File: src/rtl/rng_ctrl_pkg.sv
// Package: shared types and register layout for the random generator front end.
// Assumes byte offsets on a 32-bit register bus; bit positions are behaviour
// the host software decodes, so they are fixed here in one place.
package rng_ctrl_pkg;

    typedef enum logic [1:0] {
        OP_IDLE = 2'd0,
        OP_RUN  = 2'd1,
        OP_DONE = 2'd2
    } op_state_e;

    localparam int NUM_OPS   = 2;
    localparam int OP_SELFT  = 0;   // command/readback bit 0
    localparam int OP_SEED   = 1;   // command/readback bit 1

    localparam logic [7:0] OFF_IDENT  = 8'h00;
    localparam logic [7:0] OFF_CMD    = 8'h04;
    localparam logic [7:0] OFF_CTRL   = 8'h08;
    localparam logic [7:0] OFF_STAT   = 8'h0C;
    localparam logic [7:0] OFF_DATA   = 8'h14;

    localparam int CMD_SWRST   = 6;
    localparam int CMD_CLRERR  = 5;
    localparam int CMD_CLRIRQ  = 4;

    localparam int CTL_MSKERR  = 6;
    localparam int CTL_MSKDONE = 5;
    localparam int CTL_AUTOSD  = 4;

    localparam logic [31:0] IDENT_WORD = {4'h1, 12'h000, 8'h02, 8'h40};

endpackage

File: src/rtl/rng_op_tracker.sv
// Module: life-cycle tracker for one long-running operation (idle/run/done).
// A start enters RUN with a cleared counter; after LATENCY edges in RUN the
// operation finishes. Assumes LATENCY >= 1. Start wins over abort.
module rng_op_tracker
    import rng_ctrl_pkg::*;
#(
    parameter int LATENCY = 16
) (
    input  logic      clk,
    input  logic      rst_n,
    input  logic      start_i,
    input  logic      abort_i,
    output op_state_e state_o,
    output logic      done_o
);
    localparam int CNT_W = (LATENCY > 1) ? $clog2(LATENCY) : 1;
    localparam logic [CNT_W-1:0] LAST = CNT_W'(LATENCY - 1);

    op_state_e        state_q;
    logic [CNT_W-1:0] cnt_q;
    logic             finish;

    // Completion condition: counter at its last value while running.
    assign finish = (state_q == OP_RUN) && (cnt_q == LAST);

    // State and counter update, start has priority, then abort, then counting.
    always_ff @(posedge clk) begin
        if (!rst_n) begin
            state_q <= OP_IDLE;
            cnt_q   <= '0;
        end else if (start_i) begin
            state_q <= OP_RUN;
            cnt_q   <= '0;
        end else if (abort_i) begin
            state_q <= OP_IDLE;
            cnt_q   <= '0;
        end else if (finish) begin
            state_q <= OP_DONE;
            cnt_q   <= '0;
        end else if (state_q == OP_RUN) begin
            cnt_q   <= cnt_q + 1'b1;
        end
    end

    assign state_o = state_q;
    assign done_o  = finish && !start_i && !abort_i;

    AST_START_RUNS: assert property (@(posedge clk) disable iff (!rst_n)
        start_i |=> state_q == OP_RUN);
    AST_DONE_FROM_RUN: assert property (@(posedge clk) disable iff (!rst_n)
        (state_q == OP_DONE && $past(state_q) != OP_DONE) |-> $past(state_q) == OP_RUN);
    AST_ABORT_IDLES: assert property (@(posedge clk) disable iff (!rst_n)
        (abort_i && !start_i) |=> state_q == OP_IDLE);
    AST_NO_IDLE_DONE_JUMP: assert property (@(posedge clk) disable iff (!rst_n)
        (state_q == OP_IDLE && !start_i) |=> state_q == OP_IDLE);

endmodule

File: src/rtl/rng_irq_ctrl.sv
// Module: sticky level interrupt for finished operations.
// Sets on an unmasked completion, clears on a clear command; a completion
// on the same edge as a clear keeps the line high.
module rng_irq_ctrl (
    input  logic clk,
    input  logic rst_n,
    input  logic done_evt_i,
    input  logic mask_done_i,
    input  logic clear_i,
    output logic irq_o
);
    logic irq_q;
    logic raise;

    // Unmasked completion in this cycle.
    assign raise = done_evt_i && !mask_done_i;

    // Interrupt flag: raise dominates clear.
    always_ff @(posedge clk) begin
        if (!rst_n) begin
            irq_q <= 1'b0;
        end else if (raise) begin
            irq_q <= 1'b1;
        end else if (clear_i) begin
            irq_q <= 1'b0;
        end
    end

    assign irq_o = irq_q;

    AST_IRQ_CAUSE: assert property (@(posedge clk) disable iff (!rst_n)
        $rose(irq_q) |-> $past(done_evt_i && !mask_done_i));
    AST_IRQ_STICKY: assert property (@(posedge clk) disable iff (!rst_n)
        (irq_q && !clear_i) |=> irq_q);
    AST_IRQ_CLEARS: assert property (@(posedge clk) disable iff (!rst_n)
        (clear_i && !(done_evt_i && !mask_done_i)) |=> !irq_q);
    AST_IRQ_COLLIDE: assert property (@(posedge clk) disable iff (!rst_n)
        (clear_i && done_evt_i && !mask_done_i) |=> irq_q);

endmodule

File: src/rtl/rng_lfsr.sv
// Module: 32-bit maximal-length Fibonacci LFSR used as the random word source.
// Steps once per advance pulse; feedback from bits 31, 21, 1, 0 into bit 0.
// Assumes SEED is nonzero.
module rng_lfsr #(
    parameter logic [31:0] SEED = 32'h0000_0001
) (
    input  logic        clk,
    input  logic        rst_n,
    input  logic        adv_i,
    output logic [31:0] value_o
);
    logic [31:0] state_q;
    logic        fb;

    // Feedback tap XOR.
    assign fb = state_q[31] ^ state_q[21] ^ state_q[1] ^ state_q[0];

    // Shift register update on advance.
    always_ff @(posedge clk) begin
        if (!rst_n) begin
            state_q <= SEED;
        end else if (adv_i) begin
            state_q <= {state_q[30:0], fb};
        end
    end

    assign value_o = state_q;

    AST_LFSR_NONZERO: assert property (@(posedge clk) disable iff (!rst_n)
        state_q != 32'h0);
    AST_LFSR_HOLD: assert property (@(posedge clk) disable iff (!rst_n)
        !adv_i |=> $stable(state_q));

endmodule

File: src/rtl/rng_ctrl_regs.sv
// Module: register front end of the random generator. Decodes bus writes into
// operation starts, clears and control updates, and multiplexes read data.
// Assumes single-cycle strobes, word-aligned offsets, and never rd and wr together.
module rng_ctrl_regs
    import rng_ctrl_pkg::*;
#(
    parameter int          ADDR_W     = 8,
    parameter int          OP_LATENCY = 16,
    parameter int          FIFO_WORDS = 5,
    parameter logic [31:0] LFSR_SEED  = 32'h0000_0001
) (
    input  logic              clk,
    input  logic              rst_n,
    input  logic [ADDR_W-1:0] bus_addr,
    input  logic              bus_wr,
    input  logic              bus_rd,
    input  logic [31:0]       bus_wdata,
    output logic [31:0]       bus_rdata,
    output logic              irq_o
);
    localparam logic [3:0] FIFO_FIELD = 4'(FIFO_WORDS);

    logic                wr_cmd, wr_ctrl, rd_data;
    logic                sw_rst, clr_irq;
    logic [NUM_OPS-1:0]  op_start, op_done, op_run, op_fin;
    op_state_e           op_state [NUM_OPS];
    logic                mask_err_q, mask_done_q, auto_seed_q;
    logic [31:0]         rnd_word;
    logic [31:0]         cmd_rb, ctrl_rb, stat_rb;

    // Write and read strobes for each register.
    assign wr_cmd  = bus_wr && (bus_addr == ADDR_W'(OFF_CMD));
    assign wr_ctrl = bus_wr && (bus_addr == ADDR_W'(OFF_CTRL));
    assign rd_data = bus_rd && (bus_addr == ADDR_W'(OFF_DATA));

    // Command field decode.
    assign sw_rst  = wr_cmd && bus_wdata[CMD_SWRST];
    assign clr_irq = wr_cmd && (bus_wdata[CMD_CLRERR] || bus_wdata[CMD_CLRIRQ]);

    // One tracker per operation; command bit index equals operation index.
    for (genvar g = 0; g < NUM_OPS; g++) begin : g_op
        assign op_start[g] = wr_cmd && bus_wdata[g];

        rng_op_tracker #(.LATENCY(OP_LATENCY)) i_trk (
            .clk     (clk),
            .rst_n   (rst_n),
            .start_i (op_start[g]),
            .abort_i (sw_rst),
            .state_o (op_state[g]),
            .done_o  (op_done[g])
        );

        assign op_run[g] = (op_state[g] == OP_RUN);
        assign op_fin[g] = (op_state[g] == OP_DONE);
    end

    // Control register: exact write of the three kept bits, cleared by software reset.
    always_ff @(posedge clk) begin
        if (!rst_n) begin
            mask_err_q  <= 1'b0;
            mask_done_q <= 1'b0;
            auto_seed_q <= 1'b0;
        end else if (sw_rst) begin
            mask_err_q  <= 1'b0;
            mask_done_q <= 1'b0;
            auto_seed_q <= 1'b0;
        end else if (wr_ctrl) begin
            mask_err_q  <= bus_wdata[CTL_MSKERR];
            mask_done_q <= bus_wdata[CTL_MSKDONE];
            auto_seed_q <= bus_wdata[CTL_AUTOSD];
        end
    end

    rng_irq_ctrl i_irq (
        .clk         (clk),
        .rst_n       (rst_n),
        .done_evt_i  (|op_done),
        .mask_done_i (mask_done_q),
        .clear_i     (clr_irq),
        .irq_o       (irq_o)
    );

    rng_lfsr #(.SEED(LFSR_SEED)) i_lfsr (
        .clk     (clk),
        .rst_n   (rst_n),
        .adv_i   (rd_data),
        .value_o (rnd_word)
    );

    // Readback words for the command, control and status registers.
    always_comb begin
        cmd_rb  = '0;
        cmd_rb[OP_SEED]  = op_run[OP_SEED];
        cmd_rb[OP_SELFT] = op_run[OP_SELFT];

        ctrl_rb = '0;
        ctrl_rb[CTL_MSKERR]  = mask_err_q;
        ctrl_rb[CTL_MSKDONE] = mask_done_q;
        ctrl_rb[CTL_AUTOSD]  = auto_seed_q;

        stat_rb = '0;
        stat_rb[15:12] = FIFO_FIELD;
        stat_rb[11:8]  = FIFO_FIELD;
        stat_rb[6]     = 1'b1;
        stat_rb[5]     = op_fin[OP_SEED];
        stat_rb[4]     = op_fin[OP_SELFT];
        stat_rb[1]     = |op_run;
        stat_rb[0]     = ~|op_run;
    end

    // Read data multiplexer by offset; unmapped offsets give zero.
    always_comb begin
        bus_rdata = '0;
        if (bus_addr == ADDR_W'(OFF_IDENT))     bus_rdata = IDENT_WORD;
        else if (bus_addr == ADDR_W'(OFF_CMD))  bus_rdata = cmd_rb;
        else if (bus_addr == ADDR_W'(OFF_CTRL)) bus_rdata = ctrl_rb;
        else if (bus_addr == ADDR_W'(OFF_STAT)) bus_rdata = stat_rb;
        else if (bus_addr == ADDR_W'(OFF_DATA)) bus_rdata = rnd_word;
    end

    AST_CMD_RESERVED_ZERO: assert property (@(posedge clk) disable iff (!rst_n)
        (bus_rd && bus_addr == ADDR_W'(OFF_CMD)) |-> bus_rdata[31:2] == 30'h0);
    AST_SWRST_CLEARS_CTRL: assert property (@(posedge clk) disable iff (!rst_n)
        sw_rst |=> !mask_err_q && !mask_done_q && !auto_seed_q);
    AST_BOTH_START: assert property (@(posedge clk) disable iff (!rst_n)
        (wr_cmd && bus_wdata[1:0] == 2'b11) |=> (op_run == 2'b11));

endmodule

File: config.mk
export PLATFORM = sky130hd
export DESIGN_NAME = rng_ctrl_regs
export DESIGN_NICKNAME = d
export VERILOG_FILES = /design/src/rtl/rng_ctrl_pkg.sv /design/src/rtl/rng_op_tracker.sv /design/src/rtl/rng_irq_ctrl.sv /design/src/rtl/rng_lfsr.sv /design/src/rtl/rng_ctrl_regs.sv
export SDC_FILE = /design/constraint.sdc
export NUM_CORES = 1
export LEC_CHECK = 0
export ABC_AREA = 1
export BUFFER_PORTS_ARGS = -buffer_cell sky130_fd_sc_hd__buf_2
export CORE_ASPECT_RATIO = 1.4
export CORE_MARGIN = 3
export CORE_UTILIZATION = 50
export CTS_BUF_LIST = sky130_fd_sc_hd__clkbuf_4
export CTS_CLUSTER_SIZE = 8
export DETAILED_ROUTE_END_ITERATION = 7
export GPL_TIMING_DRIVEN = 0
export PLACE_DENSITY = 0.87
export SETUP_SLACK_MARGIN = 0.5
export SLEW_MARGIN = 20
export SYNTH_ARGS = -nofsm -noshare
export SYNTH_HDL_FRONTEND = slang
export SYNTH_SLANG_ARGS = --single-unit
export TNS_END_PERCENT = 100
File: constraint.sdc
create_clock -name clk -period 1.69 [get_ports clk]
set_input_delay 0.0845 -clock clk [delete_from_list [all_inputs] [get_ports clk]]
set_output_delay 0.0845 -clock clk [all_outputs]
set_load 0.02 [all_outputs]
==> results of run 1 <==
[worst register-to-register path: stages (launching register included)]
cell	delay, ns
dfxtp_2	0.36
inv_2	0.05
nor2_4	0.09
buf_4	0.12
buf_6	0.09
buf_6	0.10
nand2_4	0.06
nor2_4	0.11
nand2_2	0.06
nand2_1	0.06
nand2_1	0.05
a21oi_1	0.11
[cells in the mapped netlist (all sizes together), types with 2 or more instances]
master	number
nand2	111
dfxtp	48
nor2	45
inv	43
a21oi	38
nand3	16
o21ai	7
buf	6
clkbuf	6
xor2	5
nand4	4
clkinv	3
xnor2	3
ha	2
[final timing paths]
check,start,endpoint,cells past startpoint
worst max-delay path,g_op[0].i_trk.state_o[0]$_SDFFE_PN0P_,bus_rdata[1],9
worst min-delay path,bus_wdata[4],auto_seed_q$_SDFFE_PP0P_,3
worst max register to register,g_op[1].i_trk.state_o[0]$_SDFFE_PN0P_,i_irq.irq_o$_SDFFE_PN0P_,11
worst min register to register,mask_done_q$_SDFFE_PP0P_,mask_done_q$_SDFFE_PP0P_,2
[cell families (layout without fill, tap and decap cells)]
kind of cell / Yosys count / after routing
adders and majority gates: 2 / 2
xor gates and xnor gates: 8 / 8
buffers and inverters: 58 / 137
DFF: 48 / 48
and+or+nand+nor: 178 / 178
AOI/OAI and AO/OA: 47 / 47
[layout make-up]
type	count	area (um^2)	share of cell area (%)
repair buffers	72	629.4	19.06
plain buffers	12	93.84	2.842
well taps	60	75.07	2.274
flip-flops and latches	48	972.2	29.44
clock buffers	5	37.54	1.137
clock inverters	2	7.507	0.2274
inverters	46	183.9	5.570
multi-input cells	235	1303	39.45
[flip-flops by register name, indices dropped and copies added (netlist names)]
name and count:
i_lfsr.value_o 32, i_irq.irq_o 1, mask_done_q 1, g_op.i_trk.state_o 4
mask_err_q 1, auto_seed_q 1, g_op.i_trk.cnt_q 8
[what timing repair did]
item | 4_1_cts | 5_1_grt
gates resized for setup | 44 | 104
hold endpoints to repair | 3 | 0
pin swaps | 11 | 22
hold buffers | 3 | 0
buffers inserted | 9 | 10
gates cloned | 0 | 2
setup endpoints to repair | 39 | 43
[per-stage QoR]
step | hold WS [ns] | area (um^2) | util, % | cells | setup WS, ns
CTS | 0.0007052 | 2838 | 65.85 | 468 | 0.2041
detailed placement | 0.3320 | 2590 | 60.10 | 449 | 0.05729
global placement | 0.3054 | 2590 | 60.10 | 449 | 0.1248
global route | 0.01279 | 3302 | 76.63 | 480 | 0.1059
floorplan | 0.1686 | 2275 | - | 341 | 0.5342
finish | 0.006614 | 3302 | 76.63 | 480 | 0.2158
[per-layer routing]
| metal | vias to the layer above | GRT usage, % | part of all wire [%] |
|---|---|---|---|
| met3 | 17 | 3.408 | 3.5 |
| li1 | 1208 | - | - |
| met1 | 1109 | 22.29 | 41 |
| met5 | - | 0 | 0 |
| met2 | 57 | 36.31 | 53 |
| met4 | 0 | 7.229 | 2.8 |
[where the power goes]
part           total, mW  internal, mW  switching (mW)
Sequential          1.13          1.13        0.000233
Combinational     0.0997        0.0409          0.0588
Clock              0.483         0.146           0.337
==> flow_metrics.py, run 1 <==
metrics = {
    "global_routing": {
        "grt.overflow.total": 0,
        "antenna_found_initial": 0,
        "grt_pass1_vias": 2092,
        "grt_first_pass_wirelength_um": 8673,
        "grt_start_max_net_pins": 14,
        "track_usage_pct": 19.63,
    },
    "sta": {
        "worstMarginPinSlew_ns": 0.4642,
        "hold_viol_final": 0,
        "max_freq_mhz": 678.3,
        "min_period_ns": 1.474,
        "final_max_slew_viol_count": 0,
        "rsz0062_at_grt": "true",
        "max_slew_margin_pct": 69.06,
        "finalCritPeriodShare_pct": 87.23,
        "setup-tns-final_ns": 0,
        "fin_skew_ns": 0.009520,
        "setup_viol": 0,
    },
    "placement": {
        "place.gp.congestion": 0.8252,
        "port_buffers": 48,
        "dp_hpwl_um": 3695,
    },
    "worst_setup_path": {
        "worstPathRequired_ns": 1.61,
        "r2r_slack_ns": 0.37,
        "cp_top_family": "flip-flops",
        "cp_max_fo": 2,
        "critPathBufInv": 4,
        "crit_chain": "inv_2 -> nor2_4 -> inv_2 -> nand2_1 -> nand4_1 -> nand3_1 -> o21ai_1 -> inv_1 -> buf_6",
        "slowest_stage": "dfxtp_2",
        "critPathCaptureType": "output port",
        "startpoint_type": "flip-flop",
        "path_class": "reg -> out",
        "max_stage_delay_ns": 0.36,
        "worstPathArrival_ns": 1.39,
        "crit_top_cell": "inv_2",
    },
    "power": {
        "irDropWorstVdd_mv": 0.6808,
        "p_leak_nw": 1.312,
        "p_per_area_nw_per_um2": 519.0,
        "power.total_mw": 1.714,
    },
    "clocking": {
        "ctsHtreeMaxLevel": 2,
        "cts_tree": "done",
        "clkTransAtPathRegs_ns": 0.13,
        "cts_sinks": 48,
        "insertion_delay_ns": 0.36,
        "numCtsBuffers": 5,
        "clockBufferDepth": 2,
        "clock_tree.root_cell": "clkbuf_4",
    },
    "routing": {
        "drtPass1Iterations": 4,
        "num_vias": 2391,
        "routed_wl_um": 6222,
        "avgRoutedWirePerCell_um": 12.96,
        "drt-vias-per-instance": 4.981,
        "drc": 0,
        "drtIter0Drc": 70,
        "ant_nets": 0,
    },
    "job": {
        "drv_cap": 0,
    },
    "yosys": {
        "ys.flop_type": "dfxtp_1",
        "yosysUniqueCellTypes": 24,
        "synth_top_family_by_area": "simple AND/OR/NAND/NOR gates",
        "synthSimpleGateAreaFrac_pct": 31.75,
        "ys_warn_count": 0,
        "synth_compound_area_share_pct": 10.60,
        "synth-seq-cells": 48,
        "synth_area_leader_cell": "dfxtp_1",
        "synth_cells": 341,
        "synth_top_area_share_pct": 42.41,
        "yosys.area_share.xor_xnor_pct": 3.092,
        "synthMuxAreaShare_pct": 0,
        "yosys.area_share.adder_pct": 1.104,
        "synth_fp_nets": 387,
        "seq_area_frac_synth_pct": 42.41,
        "async_reset_ff_share_pct": 0,
        "synth_area_leaders": "dfxtp_1, nand2_1, a21oi_1, nor2_1, inv_1",
        "syn_area_um2": 2266,
        "synth-edff-count": 0,
        "synth.avg_cell_area_um2": 6.645,
    },
    "cells_and_area": {
        "num_antenna_cells": 0,
        "synthToLayoutAreaGrowth_pct": 45.72,
        "drive_above_1_share_pct": 34.29,
        "mostFrequentLayoutCell": "nand2_1",
        "final_nets": 466,
        "final_cell_mix": "nand2_1, dfxtp_1, a21oi_1",
        "nFillCells": 302,
    },
    "floorplanning": {
        "die_x_um": 62.90,
        "num_io_pins": 77,
        "fp.dieH_um": 85.65,
        "core_um2": 4309,
        "initial_core_util_pct": 52.58,
        "dieArea_um2": 5387,
        "fp-row-count": 28,
    },
    "worst_hold_path": {
        "min_path_type": "in -> reg",
    },
    "status": {
        "status": "completed",
    },
}
No activity file was read; power rests on OpenSTA's default activity.
==> run 2: changes to the inputs <==
--- a/config.mk
+++ b/config.mk
@@ -14,7 +14,7 @@
 export CTS_CLUSTER_SIZE = 8
 export DETAILED_ROUTE_END_ITERATION = 7
 export GPL_TIMING_DRIVEN = 0
-export PLACE_DENSITY = 0.87
+export PLACE_DENSITY = 0.8
 export SETUP_SLACK_MARGIN = 0.5
 export SLEW_MARGIN = 20
 export SYNTH_ARGS = -nofsm -noshare
==> run 2 against run 1 <==
Worst setup slack worse by 0.022 ns. Die area unchanged. Critical endpoint unchanged. Largest cell class unchanged. Global-route usage up 0.64 points. Combinational power down 16%. Sequential power about the same.
==> flow_metrics.py, run 2 (synthesis results as in run 1) <==
metrics = {
    "floorplanning": {
        "fp-row-count": 28,
        "dieArea_um2": 5387,
        "core_um2": 4309,
        "die_x_um": 62.90,
        "initial_core_util_pct": 52.58,
        "fp.dieH_um": 85.65,
        "num_io_pins": 77,
    },
    "cells_and_area": {
        "drive_above_1_share_pct": 32.12,
        "post-route-util_pct": 69.54,
        "final_nets": 456,
        "mostFrequentLayoutCell": "nand2_1",
        "synthToLayoutAreaGrowth_pct": 32.25,
        "final_cell_mix": "nand2_1, buf_2, a21oi_1",
        "nFillCells": 372,
        "num_antenna_cells": 0,
        "largest_register_ffs": 32,
    },
    "sta": {
        "min_period_ns": 1.496,
        "max_slew_margin_pct": 71.11,
        "setup_viol": 0,
        "fin_skew_ns": 0.01233,
        "hold_viol_final": 0,
        "rsz0062_at_grt": "true",
        "max_freq_mhz": 668.4,
        "finalCritPeriodShare_pct": 88.52,
        "final_max_slew_viol_count": 0,
        "worstMarginPinSlew_ns": 0.4334,
        "setup-tns-final_ns": 0,
    },
    "power": {
        "p_per_area_nw_per_um2": 631.1,
        "irDropWorstVdd_mv": 0.4951,
        "power.total_mw": 1.891,
        "p_leak_nw": 1.273,
    },
    "worst_setup_path": {
        "cp_max_fo": 2,
        "worstPathRequired_ns": 1.61,
        "worstPathArrival_ns": 1.41,
        "r2r_slack_ns": 0.32,
        "critPathCaptureType": "output port",
        "path_class": "reg -> out",
        "startpoint_type": "flip-flop",
    },
    "clocking": {
        "cts_tree": "done",
        "ctsHtreeMaxLevel": 2,
        "cts_sinks": 48,
        "clockBufferDepth": 2,
        "insertion_delay_ns": 0.37,
        "clock_tree.root_cell": "clkbuf_4",
        "clkTransAtPathRegs_ns": 0.12,
        "numCtsBuffers": 5,
    },
    "routing": {
        "drc": 0,
        "drt-vias-per-instance": 4.830,
        "routed_wl_um": 5376,
        "drtIter0Drc": 99,
        "ant_nets": 0,
        "num_vias": 2275,
        "drtPass1Iterations": 4,
        "avgRoutedWirePerCell_um": 11.41,
    },
    "job": {
        "drv_cap": 0,
    },
    "global_routing": {
        "grt_start_max_net_pins": 15,
        "antenna_found_initial": 0,
        "grt_pass1_vias": 2131,
        "grt.overflow.total": 0,
        "track_usage_pct": 20.27,
        "grt_first_pass_wirelength_um": 8894,
    },
    "status": {
        "status": "completed",
    },
    "placement": {
        "dp_hpwl_um": 3766,
        "place.gp.congestion": 0.7986,
        "port_buffers": 48,
    },
    "worst_hold_path": {
        "min_path_type": "in -> reg",
    },
}
-- run 2: final timing paths --
check                                        startpoint                               to  cells past startpoint
hold / removal                             bus_wdata[4]         auto_seed_q$_SDFFE_PP0P_                      3
hold reg to reg         i_lfsr.value_o[26]$_SDFFE_PN0P_  i_lfsr.value_o[27]$_SDFFE_PN0P_                      2
setup / recovery  g_op[0].i_trk.state_o[0]$_SDFFE_PN0P_                     bus_rdata[1]                      9
setup reg to reg  g_op[1].i_trk.state_o[0]$_SDFFE_PN0P_         i_irq.irq_o$_SDFFE_PN0P_                     11
-- run 2: timing repair --
item                       CTS  global route
setup endpoints to repair   41            42
gates cloned                 0             0
gates resized for setup     37            56
buffers inserted             6             5
hold buffers                 3             0
hold endpoints to repair     3             0
pin swaps                    9            13
-- run 2: per-stage QoR --
step / area (um^2) / hold slack, ns / cells / setup WS, ns
after detailed placement: 2590 / 0.3096 / 449 / 0.09750
after global routing: 2997 / 0.02184 / 471 / 0.06263
after CTS: 2828 / 0.003502 / 466 / 0.1763
final: 2997 / 0.01730 / 471 / 0.1939
after floorplan: 2275 / 0.1686 / 341 / 0.5342
after global placement: 2590 / 0.3102 / 449 / 0.1187
-- run 2: where the power goes --
part / total, mW / switching (mW) / internal (mW)
sequential: 1.13 / 0.000235 / 1.13
combinational: 0.0842 / 0.0526 / 0.0317
clock: 0.677 / 0.351 / 0.326
total: 1.89 / 0.404 / 1.49
-- run 2: cell type report --
cell class                 instances  area (um^2)  area share [%]
multi-input combinational        235         1181           39.42
sequential                        48        987.2           32.94
timing repair buffer              62        406.6           13.57
inverter                          46        178.9           5.971
buffer                            12        87.58           2.923
tap                               60        75.07           2.505
clock buffer                       6        45.04           1.503
clock inverter                     2        35.03           1.169
-- run 2: layer usage --
metal / up-vias / global-route usage (%) / part of all wire [%]
li1: 1185 / - / -
met1: 1037 / 21.55 / 42
met2: 42 / 38.04 / 53
met3: 11 / 3.801 / 3.5
met4: 0 / 9.438 / 2.0
met5: - / 0 / 0
-- run 2: critical path, cell delays in order (launching register included) --
cell and delay (ns):
dfxtp_2 0.36, inv_2 0.05, nor2_4 0.09, inv_2 0.04, nand2_1 0.05, nand4_1 0.12, nand3_1 0.10, o21ai_1 0.06
inv_1 0.06, buf_6 0.11
